**src/rtl/tod_pkg.sv**
```systemverilog
package tod_pkg;
  // word indices of the register port
  localparam int A_SEC_HI  = 0;
  localparam int A_SEC_LO  = 1;
  localparam int A_NSEC    = 2;
  localparam int A_RSVD    = 3;
  localparam int A_STEP    = 4;
  localparam int A_OV_STEP = 5;
  localparam int A_OV_CNT  = 6;
  localparam int A_DRIFT   = 7;
  localparam int A_D_RATE  = 8;

  localparam int NS_PER_SEC = 1_000_000_000;
endpackage

```
**src/rtl/tod_step_gen.sv**
```systemverilog
// Picks the per-edge increment: nominal or override step, plus periodic drift.
module tod_step_gen #(
  parameter int PER_W   = 20,
  parameter int CNT_W   = 20,
  parameter int DRIFT_W = 16,
  parameter int STEP_W  = PER_W + 1
) (
  input  logic               clk,
  input  logic               rst,
  input  logic [PER_W-1:0]   period,
  input  logic [PER_W-1:0]   ov_period,
  input  logic               cnt_wr,
  input  logic [CNT_W-1:0]   cnt_wdata,
  input  logic [DRIFT_W-1:0] drift_adj,
  input  logic [DRIFT_W-1:0] drift_rate,
  input  logic               rate_wr,
  output logic [STEP_W-1:0]  step,
  output logic [CNT_W-1:0]   ov_cnt,
  output logic               drift_fire
);
  logic [DRIFT_W-1:0] drift_cnt;
  logic               ov_active;
  logic [PER_W-1:0]   base;

  assign ov_active  = (ov_cnt != '0);
  assign drift_fire = (drift_rate != '0) && (drift_cnt == drift_rate - DRIFT_W'(1));
  assign base       = ov_active ? ov_period : period;
  assign step       = STEP_W'(base) + (drift_fire ? STEP_W'(drift_adj) : '0);

  always_ff @(posedge clk) begin
    if (rst) begin
      ov_cnt <= '0;
    end else if (cnt_wr) begin
      ov_cnt <= cnt_wdata;
    end else if (ov_active) begin
      ov_cnt <= ov_cnt - CNT_W'(1);
    end
  end

  always_ff @(posedge clk) begin
    if (rst || rate_wr) begin
      drift_cnt <= '0;
    end else if (drift_rate != '0) begin
      drift_cnt <= drift_fire ? '0 : drift_cnt + DRIFT_W'(1);
    end
  end
endmodule

```
**src/rtl/tod_time_acc.sv**
```systemverilog
// Seconds / nanoseconds / fraction accumulator with one-second wrap.
module tod_time_acc #(
  parameter int SEC_W  = 48,
  parameter int NS_W   = 30,
  parameter int FRAC_W = 16,
  parameter int STEP_W = 21
) (
  input  logic              clk,
  input  logic              rst,
  input  logic [STEP_W-1:0] step,
  input  logic              load,
  input  logic [SEC_W-1:0]  load_sec,
  input  logic [NS_W-1:0]   load_ns,
  output logic [SEC_W-1:0]  sec_q,
  output logic [NS_W-1:0]   ns_q
);
  localparam int ACC_W = NS_W + FRAC_W + 1;
  localparam logic [NS_W:0] NS_LIM = (NS_W+1)'(tod_pkg::NS_PER_SEC);

  logic [FRAC_W-1:0] frac_q;
  logic [ACC_W-1:0]  sum;
  logic [NS_W:0]     ns_raw;
  logic [NS_W:0]     ns_next;
  logic              wrap;

  assign sum     = {1'b0, ns_q, frac_q} + ACC_W'(step);
  assign ns_raw  = sum[ACC_W-1:FRAC_W];
  assign wrap    = (ns_raw >= NS_LIM);
  assign ns_next = wrap ? ns_raw - NS_LIM : ns_raw;

  always_ff @(posedge clk) begin
    if (rst) begin
      sec_q  <= '0;
      ns_q   <= '0;
      frac_q <= '0;
    end else if (load) begin
      sec_q  <= load_sec;
      ns_q   <= load_ns;
      frac_q <= '0;
    end else begin
      sec_q  <= sec_q + SEC_W'(wrap);
      ns_q   <= ns_next[NS_W-1:0];
      frac_q <= sum[FRAC_W-1:0];
    end
  end
endmodule

```
**src/rtl/ptp_tod_clock.sv**
```systemverilog
module ptp_tod_clock #(
  parameter int SEC_W   = 48,
  parameter int NS_W    = 30,
  parameter int FRAC_W  = 16,
  parameter int PER_W   = 20,
  parameter int CNT_W   = 20,
  parameter int DRIFT_W = 16,
  parameter int ADDR_W  = 4
) (
  input  logic              clk,
  input  logic              rst,
  input  logic              wr_en,
  input  logic              rd_en,
  input  logic [ADDR_W-1:0] addr,
  input  logic [31:0]       wdata,
  output logic [31:0]       rdata,
  output logic [SEC_W-1:0]  ts_sec,
  output logic [NS_W-1:0]   ts_ns
);
  import tod_pkg::*;

  localparam int HI_W   = SEC_W - 32;
  localparam int STEP_W = PER_W + 1;

  logic [HI_W-1:0]    sec_hi_sh;
  logic [31:0]        sec_lo_sh;
  logic [SEC_W-1:0]   sec_rd;
  logic [PER_W-1:0]   period_q;
  logic [PER_W-1:0]   ov_period_q;
  logic [DRIFT_W-1:0] drift_q;
  logic [DRIFT_W-1:0] rate_q;
  logic [STEP_W-1:0]  step_w;
  logic [CNT_W-1:0]   ov_cnt_w;
  logic               drift_fire_w;
  logic               ns_load, cnt_wr, rate_wr;

  assign ns_load = wr_en && (addr == ADDR_W'(A_NSEC));
  assign cnt_wr  = wr_en && (addr == ADDR_W'(A_OV_CNT));
  assign rate_wr = wr_en && (addr == ADDR_W'(A_D_RATE));

  always_ff @(posedge clk) begin
    if (rst) begin
      sec_hi_sh   <= '0;
      sec_lo_sh   <= '0;
      period_q    <= '0;
      ov_period_q <= '0;
      drift_q     <= '0;
      rate_q      <= '0;
    end else if (wr_en) begin
      case (addr)
        ADDR_W'(A_SEC_HI):  sec_hi_sh   <= wdata[HI_W-1:0];
        ADDR_W'(A_SEC_LO):  sec_lo_sh   <= wdata;
        ADDR_W'(A_STEP):    period_q    <= wdata[PER_W-1:0];
        ADDR_W'(A_OV_STEP): ov_period_q <= wdata[PER_W-1:0];
        ADDR_W'(A_DRIFT):   drift_q     <= wdata[DRIFT_W-1:0];
        ADDR_W'(A_D_RATE):  rate_q      <= wdata[DRIFT_W-1:0];
        default: ;
      endcase
    end
  end

  always_ff @(posedge clk) begin
    if (rst) begin
      rdata  <= '0;
      sec_rd <= '0;
    end else if (rd_en) begin
      case (addr)
        ADDR_W'(A_SEC_HI):  rdata <= 32'(sec_rd[SEC_W-1:32]);
        ADDR_W'(A_SEC_LO):  rdata <= sec_rd[31:0];
        ADDR_W'(A_NSEC): begin
          rdata  <= 32'(ts_ns);
          sec_rd <= ts_sec;
        end
        ADDR_W'(A_STEP):    rdata <= 32'(period_q);
        ADDR_W'(A_OV_STEP): rdata <= 32'(ov_period_q);
        ADDR_W'(A_OV_CNT):  rdata <= 32'(ov_cnt_w);
        ADDR_W'(A_DRIFT):   rdata <= 32'(drift_q);
        ADDR_W'(A_D_RATE):  rdata <= 32'(rate_q);
        default:            rdata <= '0;
      endcase
    end
  end

  tod_step_gen #(
    .PER_W(PER_W), .CNT_W(CNT_W), .DRIFT_W(DRIFT_W), .STEP_W(STEP_W)
  ) u_step (
    .clk(clk), .rst(rst),
    .period(period_q), .ov_period(ov_period_q),
    .cnt_wr(cnt_wr), .cnt_wdata(wdata[CNT_W-1:0]),
    .drift_adj(drift_q), .drift_rate(rate_q), .rate_wr(rate_wr),
    .step(step_w), .ov_cnt(ov_cnt_w), .drift_fire(drift_fire_w)
  );

  tod_time_acc #(
    .SEC_W(SEC_W), .NS_W(NS_W), .FRAC_W(FRAC_W), .STEP_W(STEP_W)
  ) u_acc (
    .clk(clk), .rst(rst), .step(step_w),
    .load(ns_load), .load_sec({sec_hi_sh, sec_lo_sh}),
    .load_ns(wdata[NS_W-1:0]),
    .sec_q(ts_sec), .ns_q(ts_ns)
  );
endmodule

```
**config.mk**
```make
export PLATFORM = sky130hd
export DESIGN_NAME = ptp_tod_clock
export DESIGN_NICKNAME = d
export VERILOG_FILES = /design/src/rtl/tod_pkg.sv /design/src/rtl/tod_step_gen.sv /design/src/rtl/tod_time_acc.sv /design/src/rtl/ptp_tod_clock.sv
export SDC_FILE = /design/constraint.sdc
export NUM_CORES = 1
export LEC_CHECK = 0
export BUFFER_PORTS_ARGS = -buffer_cell sky130_fd_sc_hd__buf_2
export CAP_MARGIN = 20
export CORE_ASPECT_RATIO = 1.1
export CORE_UTILIZATION = 45
export DETAILED_ROUTE_END_ITERATION = 7
export GPL_TIMING_DRIVEN = 0
export HOLD_SLACK_MARGIN = 0.05
export SYNTH_ARGS = -nofsm -noshare
export SYNTH_HDL_FRONTEND = slang
export SYNTH_SLANG_ARGS = --single-unit
```
**constraint.sdc**
```tcl
create_clock -name clk -period 33 [get_ports clk]
set_input_delay 0 -clock clk [delete_from_list [all_inputs] [get_ports clk]]
set_output_delay 0 -clock clk [all_outputs]
set_load 0.1 [all_outputs]
```
==> results.tsv <==
stage	metric	value	unit
outcome	outcome	finished clean	
worst_setup_path	Worst Path Buf+Inv	9	
synth	top post-synthesis cells by area	dfxtp_1, nand2_1, a21oi_1, nor2_1, xnor2_1	
grt	initial antenna violation count	0	
grt	vias in the first global route	16590	
power	Overall Power	1023	µW
floorplan	die height	210.3	µm
synth	post-synthesis mux area share	1.522	%
clock_network	CTS tree	done	
floorplan	Starting Density	46.14	%
synth	commonest cells in the netlist	nand2_1, dfxtp_1, a21oi_1	
synth	mean post-synth cell area	7.873	µm²
timing	fin. max-slew vios	0	
clock_network	Max H-tree Level	2	
synth	post-synth cell types	93	
final_layout	fillers	3789	
floorplan	die width	191.4	µm
route	initial detailed-routing violation count	1766	
place	Port-buffer cells	129	
worst_setup_path	worst path required time	33470	ps
synth	register bit total from synthesis	330	
grt	largest net degree at the start of global routing	13	
timing	Final min period	14290	ps
synth	Mapped Nets	2341	
floorplan	Ports	150	
synth	YS warnings	0	
worst_setup_path	Worst Setup Path Type	reg -> reg	
synth	Post-Synthesis Cells	2255	
synth	Synth Area in Simple Gates	24.29	%
worst_setup_path	CP peak stage delay	630	ps
final_layout	Area growth syn-to-layout	15.84	%
synth	Post-synth EDFFs	0	
route	ANT nets after route	0	
flow_run	max-cap violations	0	
grt	first-pass GRT wire length	103.2	mm
synth	mapped cell area	17750	µm²
synth	ys flop type	dfxtp_1	
synth	Post-Synth XOR/XNOR Area	7.449	%
grt	Tot GR Track Use	34.44	%
clock_network	clock root buffer	clkbuf_16	
clock_network	Post-CTS Resized	0	
timing	Final period util	43.29	%
route	Via density	6.010	
timing	Worst-Margin Slew	1176	ps
worst_setup_path	Crit. End Element	flip-flop	
route	Avg WL per Cell	23.46	µm
synth	Async SR Flop Fraction	0	%
power	Pleak	0.007764	µW
timing	Max-slew headroom	20.87	%
route	DRC errors left	0	
floorplan	die area	40250	µm²
place	hpwl dp	52.79	mm
timing	Setup TNS	0	ps
place	Placer Congestion	0.9878	
timing	Layout Skew	25.20	ps
timing	Hold Fails Final Rpt	0	
floorplan	Site Rows	75	
grt	GRT overflow	0	
worst_setup_path	cell family with most CP delay	simple AND/OR/NAND/NOR gates	
floorplan	Core Area	38470	µm²
power	Pwr Density	49.73	nW/µm²
route	drt first pass iters	7	
timing	Max Clk Rate	69.99	MHz
clock_network	clk buf depth	3	
route	Detailed Route WL	70.08	mm
clock_network	CTS sink cnt	330	
worst_setup_path	startpoint types	flip-flop	
clock_network	# Post-CTS Setup Buffers	0	
worst_setup_path	Arr. time, crit path	14750	ps
synth	Synth Area in Compound Gates	21.38	%
clock_network	total CTS buffers	38	
worst_setup_path	CP max FO	10	
power	VDD IR max	0.03872	mV
synth	Post-Synth Adder-Cell Area	3.327	%
final_layout	layout cells sized above 1	10.86	%
synth	Synth top area share	37.21	%
final_layout	n_diodes	0	
synth	post-synthesis sequential area ratio	37.21	%
timing	RSZ-0062 raised after global routing	no	
synth	most common cell in the netlist	nand2_1	
synth	area leader, netlist	dfxtp_1	
min_path	hold crit path type	in -> reg	
final_layout	# nets final	2548	
synth	combinational family with the most area after synthesis	simple AND/OR/NAND/NOR gates	
worst_setup_path	slowest stage cell on the critical path	or4_1	
clock_network	worst-skew pair later-pin latency	560	ps
clock_network	Worst-path clk slew	60	ps
timing	# setup viols final	0	
worst_setup_path	most used cell, CP	nor2_1	
route	via count	17950	
## state kept, by name, indices dropped and copies added (netlist names)
name and cells:
rate_q 16, drift_q 16, sec_hi_sh 16, u_acc.ns_q 30, u_step.drift_cnt 16, u_acc.frac_q 16
ov_period_q 20, u_acc.sec_q 48, period_q 20, rdata 32, u_step.ov_cnt 20, sec_lo_sh 32
sec_rd 48
## per-stage QoR
step	util (%)	setup slack [ps]	std cells	cell area, µm²	hold WS (ps)
CTS	53.43	19000	2985	20560	176.3
global placement	49.45	19060	2884	19020	246.8
floorplan	-	21720	2255	17750	109.0
finish	53.45	18710	2987	20570	198.3
detailed placement	49.52	19140	2886	19050	251.5
global route	53.45	18000	2987	20570	235.8
## layer usage
layer | track usage (%) | part of all wire [%] | wire [µm]
met1 | 45.61 | 42 | 29470
met5 | 0 | 0 | 0
met3 | 4.912 | 7.8 | 5435
met2 | 55.65 | 46 | 32260
met4 | 14.86 | 4.2 | 2909
## layout make-up
cell class                 instances  area [µm²]  area share [%]
multi-input combinational       1731       10300           50.09
sequential                       330        6606           32.12
clock buffer                      60        1105           5.372
timing repair buffer             167        1011           4.916
buffer                           167       755.7           3.675
tap                              500       625.6           3.042
inverter                          27       101.3          0.4928
clock inverter                     5       58.81          0.2859
## path summary, 6_finish.rpt
| path | depth (start not counted) | slack, ps | to | startpoint |
|---|---|---|---|---|
| hold / removal | 5 | 200 | sec_hi_sh[0] | wr_en |
| setup reg to reg | 54 | 18710 | u_acc.sec_q[45] | u_step.ov_cnt[4] |
| hold reg to reg | 2 | 450 | sec_rd[28] | sec_rd[28] |
| setup / recovery | 54 | 18710 | u_acc.sec_q[45] | u_step.ov_cnt[4] |
## tightest hold or removal path, stage by stage
cell and delay (ps):
buf_2 190, and2_0 160, clkbuf_1 190, nand2_1 110
a21oi_1 50
## what timing repair did
item,in CTS,in global routing
hold buffers,34,0
endpoints found under the hold margin,177,0
setup endpoints to repair,0,0
## where the power goes
group | switching (µW) | leakage [µW] | internal, µW
Combinational | 115 | 0.00454 | 57.3
Sequential | 25.2 | 0.00267 | 415
Clock | 173 | 0.000558 | 237
Total | 313 | 0.00776 | 709
## layout by cell type (no fill, tap or decap), types with 13 or more instances in the layout
cell,n
nand2_1,448
dfxtp_1,330
a21oi_1,255
nor2_1,189
clkbuf_1,146
buf_2,137
xnor2_1,81
xor2_1,70
nand3_1,60
a211oi_1,59
a22oi_1,59
ha_1,44
clkbuf_16,39
and3_1,37
nor3_1,36
and2_1,34
dlygate4sd3_1,34
o21ai_0,27
inv_1,26
nand4_1,22
a21o_1,18
buf_4,17
nor4_1,16
or3_1,16
mux2_2,16
nor2b_1,15
a31oi_1,15
a222oi_1,13
## logic make-up (layout without fill, tap and decap cells)
group / count (synthesis) / in the layout
and+or+nand+nor: 938 / 938
AOI/OAI and AO/OA: 571 / 571
DFF: 330 / 330
buffers and inverters: 194 / 426
xor gates and xnor gates: 151 / 151
adders and majority gates: 46 / 46
muxes: 25 / 25
(Power assumes the default switching activity.)
